**src/rtl/fbg_pkg.sv**
```systemverilog
// Shared definitions for the full-bridge gate sequencer.
// Assumes the four switch positions are indexed as listed in sw_e.
package fbg_pkg;

    typedef enum logic [1:0] {
        SW_AH = 2'd0,
        SW_AL = 2'd1,
        SW_BH = 2'd2,
        SW_BL = 2'd3
    } sw_e;

    localparam int NUM_SW = 4;

    // True for the upper switch of either leg.
    function automatic bit is_upper(input int idx);
        return (idx == int'(SW_AH)) || (idx == int'(SW_BH));
    endfunction

endpackage

```
**src/rtl/fbg_sync.sv**
```systemverilog
// Multi-flop synchronizer for one asynchronous level.
// Assumes STAGES >= 2. Resets every stage to RST_VAL so that the
// output reads a chosen safe level until real samples arrive.
module fbg_sync #(
    parameter int   STAGES  = 2,
    parameter logic RST_VAL = 1'b0
) (
    input  logic clk,
    input  logic rst_n,
    input  logic d,
    output logic q
);

    logic [STAGES-1:0] chain;

    // Shift the input level through the flop chain.
    always_ff @(posedge clk) begin
        if (!rst_n) chain <= {STAGES{RST_VAL}};
        else        chain <= {chain[STAGES-2:0], d};
    end

    assign q = chain[STAGES-1];

endmodule

```
**src/rtl/fbg_steer.sv**
```systemverilog
// Combinational request steering for the four bridge switches.
// Disable has top precedence, then upper-enable, then the command.
// Assumes all inputs are already synchronized.
module fbg_steer
    import fbg_pkg::*;
(
    input  logic              cmd,
    input  logic              hi_en,
    input  logic              dis,
    output logic [NUM_SW-1:0] req
);

    // Map command and overrides to per-switch on requests.
    always_comb begin
        req        = '0;
        req[SW_AH] = !dis && hi_en && cmd;
        req[SW_BL] = !dis && cmd;
        req[SW_AL] = !dis && !cmd;
        req[SW_BH] = !dis && hi_en && !cmd;
    end

endmodule

```
**src/rtl/fbg_turnon.sv**
```systemverilog
// Turn-on delay channel for one gate: drops the gate on the edge after
// its request is withdrawn, raises it DLY cycles after the request
// appears. A withdrawn request clears the count, so no pulse escapes.
// Assumes dly may change at any time; it is compared live.
module fbg_turnon #(
    parameter int DLY_W = 8
) (
    input  logic             clk,
    input  logic             rst_n,
    input  logic             req,
    input  logic [DLY_W-1:0] dly,
    output logic             gate
);

    logic [DLY_W-1:0] cnt;

    // Count request cycles and switch the gate on once the delay is met.
    always_ff @(posedge clk) begin
        if (!rst_n) begin
            gate <= 1'b0;
            cnt  <= '0;
        end else if (!req) begin
            gate <= 1'b0;
            cnt  <= '0;
        end else if (!gate) begin
            if (cnt >= dly) gate <= 1'b1;
            else            cnt  <= cnt + 1'b1;
        end
    end

    // a withdrawn request turns the gate off on the next edge.
    p_fast_off_r5: assert property (@(posedge clk) disable iff (!rst_n)
        !req |=> !gate);

    // a gate never rises without a request present at the edge.
    p_no_orphan_r9: assert property (@(posedge clk) disable iff (!rst_n)
        $rose(gate) |-> $past(req));

    // once on, the gate holds while its request stays.
    p_hold_on_r6: assert property (@(posedge clk) disable iff (!rst_n)
        (req && gate) |=> gate);

endmodule

```
**src/rtl/fbg_top.sv**
```systemverilog
// Full-bridge gate sequencer. Synchronizes the command and both
// overrides, steers them to four switch requests and applies the
// shared upper and lower turn-on delays.
// Assumes hi_dly/lo_dly are quasi-static and synchronous to clk.
module fbg_top
    import fbg_pkg::*;
#(
    parameter int DLY_W       = 8,
    parameter int SYNC_STAGES = 2
) (
    input  logic             clk,
    input  logic             rst_n,
    input  logic             cmd_in,
    input  logic             hi_en_in,
    input  logic             dis_in,
    input  logic [DLY_W-1:0] hi_dly,
    input  logic [DLY_W-1:0] lo_dly,
    output logic             gate_ah,
    output logic             gate_al,
    output logic             gate_bh,
    output logic             gate_bl,
    output logic             cmd_echo
);

    logic              cmd_s;
    logic              hen_s;
    logic              dis_s;
    logic [NUM_SW-1:0] req;
    logic [NUM_SW-1:0] gate;

    // Command resets low; overrides reset to their safe levels.
    fbg_sync #(.STAGES(SYNC_STAGES), .RST_VAL(1'b0)) u_sync_cmd (
        .clk(clk), .rst_n(rst_n), .d(cmd_in), .q(cmd_s));
    fbg_sync #(.STAGES(SYNC_STAGES), .RST_VAL(1'b1)) u_sync_hen (
        .clk(clk), .rst_n(rst_n), .d(hi_en_in), .q(hen_s));
    fbg_sync #(.STAGES(SYNC_STAGES), .RST_VAL(1'b1)) u_sync_dis (
        .clk(clk), .rst_n(rst_n), .d(dis_in), .q(dis_s));

    fbg_steer u_steer (
        .cmd(cmd_s), .hi_en(hen_s), .dis(dis_s), .req(req));

    // One delay channel per switch; upper ones share hi_dly.
    for (genvar i = 0; i < NUM_SW; i++) begin : g_sw
        localparam bit UPPER = is_upper(i);
        logic [DLY_W-1:0] dly_sel;
        if (UPPER) begin : g_hi
            assign dly_sel = hi_dly;
        end else begin : g_lo
            assign dly_sel = lo_dly;
        end
        fbg_turnon #(.DLY_W(DLY_W)) u_ch (
            .clk(clk), .rst_n(rst_n), .req(req[i]),
            .dly(dly_sel), .gate(gate[i]));
    end

    assign gate_ah  = gate[SW_AH];
    assign gate_al  = gate[SW_AL];
    assign gate_bh  = gate[SW_BH];
    assign gate_bl  = gate[SW_BL];
    assign cmd_echo = cmd_s;

    // never both switches of leg A on.
    p_leg_a_excl_r10: assert property (@(posedge clk) disable iff (!rst_n)
        !(gate_ah && gate_al));

    // never both switches of leg B on.
    p_leg_b_excl_r10: assert property (@(posedge clk) disable iff (!rst_n)
        !(gate_bh && gate_bl));

    // synchronized disable clears every gate on the next edge.
    p_dis_all_off_r3: assert property (@(posedge clk) disable iff (!rst_n)
        dis_s |=> (gate == '0));

    // upper-enable low clears both upper gates on the next edge.
    p_hen_upper_off_r4: assert property (@(posedge clk) disable iff (!rst_n)
        !hen_s |=> (!gate_ah && !gate_bh));

    // a gate on implies the command had its direction.
    p_dir_match_r1: assert property (@(posedge clk) disable iff (!rst_n)
        $rose(gate_ah) |-> $past(cmd_s));

endmodule

```
**config.mk**
```make
export PLATFORM = sky130hd
export DESIGN_NAME = fbg_top
export DESIGN_NICKNAME = d
export VERILOG_FILES = /design/src/rtl/fbg_pkg.sv /design/src/rtl/fbg_sync.sv /design/src/rtl/fbg_steer.sv /design/src/rtl/fbg_turnon.sv /design/src/rtl/fbg_top.sv
export SDC_FILE = /design/constraint.sdc
export NUM_CORES = 1
export LEC_CHECK = 0
export BUFFER_PORTS_ARGS = -buffer_cell sky130_fd_sc_hd__buf_2
export CORE_UTILIZATION = 53
export CTS_CLUSTER_DIAMETER = 60
export DETAILED_ROUTE_END_ITERATION = 10
export PLACE_DENSITY = 0.85
export SYNTH_ARGS = -nofsm -noshare
export SYNTH_HDL_FRONTEND = slang
export SYNTH_HIERARCHICAL = 1
export SYNTH_SLANG_ARGS = --single-unit
```
**constraint.sdc**
```tcl
create_clock -name clk -period 1.8 [get_ports clk]
set_input_delay 0.18 -clock clk [delete_from_list [all_inputs] [get_ports clk]]
set_output_delay 0.18 -clock clk [all_outputs]
set_load 0.05 [all_outputs]
```
==> key figures <==
STA
  • Slew margin rel.: 0.7141
  • Final cycle utilization of the critical path: 1.166
  • RSZ-0062 raised after global routing: true
  • Final WS setup: -298.5 ps
  • Worst Tran Pin Value: 423.5 ps
  • Minimum clock period: 2099 ps
  • Clock skew: 11.43 ps
  • TNS Setup: -4470 ps
  • # setup viols final: 28
  • Pins over their slew limit: 0
  • Worst Hold Slack: 60.59 ps
  • FMAX: 476.5 MHz
  • Hold Vio Cnt, Final: 0

Yosys
  • Post-synthesis mux area share: 0.01534
  • Synth area leaders: dfxtp_1 32%, ha_1 17%, inv_1 4.6%
  • Adder-cell area share of the yosys netlist: 0.1726
  • Synth Warn #: 6
  • Most common cell in the netlist: dfxtp_1
  • Post-synthesis xor/xnor area fraction: 0.02685
  • Syn_nets: 341
  • Synth unique cells: 31
  • Fraction of the mapped netlist area in simple logic gates: 0.1965
  • Yosys top cell area share: 0.3221
  • Largest family of logic cells by synthesized area: compound AO/OA/AOI/OAI gates
  • Register area share after synthesis: 0.3221
  • Post-synth top area cell: dfxtp_1
  • Syn_area_per_cell: 9.190 um^2
  • Post-synth EDFFs: 0
  • Area fraction in compound gates after synthesis: 0.2033
  • Post-synth top flop: dfxtp_1
  • Async SR Flop Fraction: 0
  • Synth Instances: 284
  • Flops & latches, synth: 42
  • Synth cell count leaders: 42 x dfxtp_1, 36 x ha_1, 32 x inv_1, 20 x a21oi_1, 16 x nand3_1
  • Syn Std Cell Area: 2610 um^2

Outcome
  • Failing checks: negative setup slack
  • Status: finished with violations

Drt
  • Final WL: 7.348 mm
  • Post-route DRC: 0
  • Routed Antenna Nets: 0
  • Avg WL per Cell: 16.59 um
  • Via density: 5.740
  • Vias: 2543
  • DR pass1 iterations: 4
  • Iteration-0 DRC count of the detailed router: 93

Layout
  • Final Cell Area: 3756 um^2
  • Area occupied by multi-input gates: 1964 um^2
  • Layout cell share with drive strength beyond 1: 0.4495
  • N_diodes: 0
  • Seq. cell area: 854.6 um^2
  • Synthesis-to-finish area growth: 43.91%
  • Fillers: 301
  • Total Nets Final: 433
  • Layout Utilization: 0.7952

GRT
  • Antenna violations before repair: 0
  • Vias in the first global route: 2399
  • Gr ovfl total: 0
  • Largest net degree at the start of global routing: 13
  • First-pass GRT wire length: 10.47 mm
  • GRT Overall Usage: 0.2632

Floorplanning
  • Chip Width: 72.18 um
  • Core Area: 4723 um^2
  • Die area: 5209 um^2
  • Cell Rows: 25
  • Die H: 72.18 um
  • Starting density of the core: 0.5526
  • # IOs: 26

Power and ir drop
  • Lkg Pwr: 1.687 nW
  • Max VDD drop: 0.0004986 V
  • Pwr Density: 504.6 nW/um^2
  • Combinational share of power: 0.099
  • Net switching power: 432.8 uW
  • Total Power: 1.895 mW
  • Switching share of power: 0.2284
  • Flop pwr share: 0.496
  • P_int: 1.463 mW
  • Clock power share: 0.406

CTS
  • Clock Sink Count: 42
  • Clk Tree Root Cell: clkbuf_8
  • CTS max path bufs: 2
  • Worst-path clk slew: 80 ps
  • CTS tree: yes
  • Hold_buf cts: 0
  • Cts bufs inserted: 5
  • H-tree depth: 2
  • Clk Latency, worst-skew pair: 300 ps

Critical path
  • CP Launch Type: flip-flop
  • Crit path DAT: 2340 ps
  • Crit Reg-Reg Endpoint: g_sw[3].u_ch/cnt[6]
  • R2r worst-path depth: 7
  • CP Class: flip-flop to flip-flop
  • CP peak stage delay: 540 ps
  • Slowest CP cell: or4_4
  • FF-to-FF Start: g_sw[3].u_ch/cnt[1]
  • Critical Path, Cell by Cell: ha_4 -> or4_4 -> a21oi_4 -> o31ai_4 -> buf_4 -> nor3_1 -> o21ba_2
  • Worst-path fanout max: 5
  • Reg2reg setup slack: -300 ps
  • Crit. End Element: flip-flop
  • Req. time, crit path: 2040 ps

Run
  • Maxcap violations: 0

Placed design
  • IO buf count: 25
  • Post-placement cell area: 3222 um^2
  • Placer Congestion: 0.7671
  • Hpwl dp: 4.216 mm

Worst hold path
  • Min-Delay Path Depth: 2
  • Worst Hold Launch: dis_in
  • Worst hold path type: input pin to flip-flop
  • Hold Path End: u_sync_dis/chain[0]
power groups by stage:
stage	combinational, mW	clock (mW)	sequential, mW
after floorplan	0.0849	0	0.964
after global placement	0.137	0	0.961
after detailed placement	0.144	0	0.961
after CTS	0.166	0.780	0.939
after global routing	0.204	0.819	0.940
final	0.187	0.769	0.939
metrics by stage:
step / setup WS (ps) / instances
after global placement: -209.3 / 419
after detailed placement: -250.6 / 419
after floorplan: -60.71 / 284
after CTS: -191.4 / 437
final: -298.5 / 443
after global routing: -310.0 / 443
cell families (layout without fill, tap and decap cells):
group           Yosys count  in the layout
xor+xnor                  8              8
fa+ha+maj                36             36
compound gates           68             70
mux                       4              4
flops                    42             42
buf+inv                  36            126
simple gates             90             90
metal layers:
layer,GRT usage,share of wire,up-vias
met3,0.05139,0.042,36
met2,0.5057,0.53,87
met4,0.1460,0.050,0
li1,-,-,1211
met5,0,0,-
met1,0.2621,0.37,1209
area by class of cell:
cell class / count / share of cell area
multi-input cells: 208 / 0.5230
flip-flops and latches: 42 / 0.2275
clock buffers: 6 / 0.02199
inverters: 32 / 0.03198
clock inverters: 1 / 0.007995
repair buffers: 87 / 0.1652
well taps: 67 / 0.02232
registers in the layout, summed over array words and instances, names as in the netlist:
| signal | flops |
|---|---|
| g_sw.u_ch/cnt | 32 |
| g_sw.u_ch/gate | 4 |
| u_sync_cmd/chain | 2 |
| u_sync_dis/chain | 2 |
| u_sync_hen/chain | 2 |
worst max path at each step:
| stage | start | to | depth (start not counted) |
|---|---|---|---|
| after floorplan | g_sw[2].u_ch/cnt[1] | g_sw[2].u_ch/cnt[4] | 7 |
| after global placement | hi_dly[1] | g_sw[0].u_ch/cnt[5] | 8 |
| after detailed placement | lo_dly[2] | g_sw[1].u_ch/cnt[5] | 8 |
| after CTS | g_sw[1].u_ch/cnt[1] | g_sw[1].u_ch/cnt[5] | 6 |
| after global routing | g_sw[3].u_ch/cnt[1] | g_sw[3].u_ch/cnt[5] | 6 |
| final | g_sw[3].u_ch/cnt[1] | g_sw[3].u_ch/cnt[6] | 7 |
worst max-delay path: cells and delay by family, from the launching register on:
kind / cells / cell delay, ps
AOI/OAI and AO/OA: 3 / 530
buffers and inverters: 1 / 180
adders and majority gates: 1 / 140
DFF: 1 / 340
and+or+nand+nor: 2 / 850
repair_timing:
item                       in CTS  in global routing
resized for setup              19                 37
pin swaps                       7                 17
cloned                          1                  1
setup endpoints to repair      28                 32
setup buffers                  10                  5
placed cells by master, fill, tap and decap left out, drive strengths merged, types with 12 or more instances in the layout:
cell type and instances:
buf 87, dfxtp 42, ha 36, inv 32, a21oi 24, nand3 16, o31ai 14, nor2 13
nand2 12, or3 12, or4 12
Power figures use the tool's default switching activity.
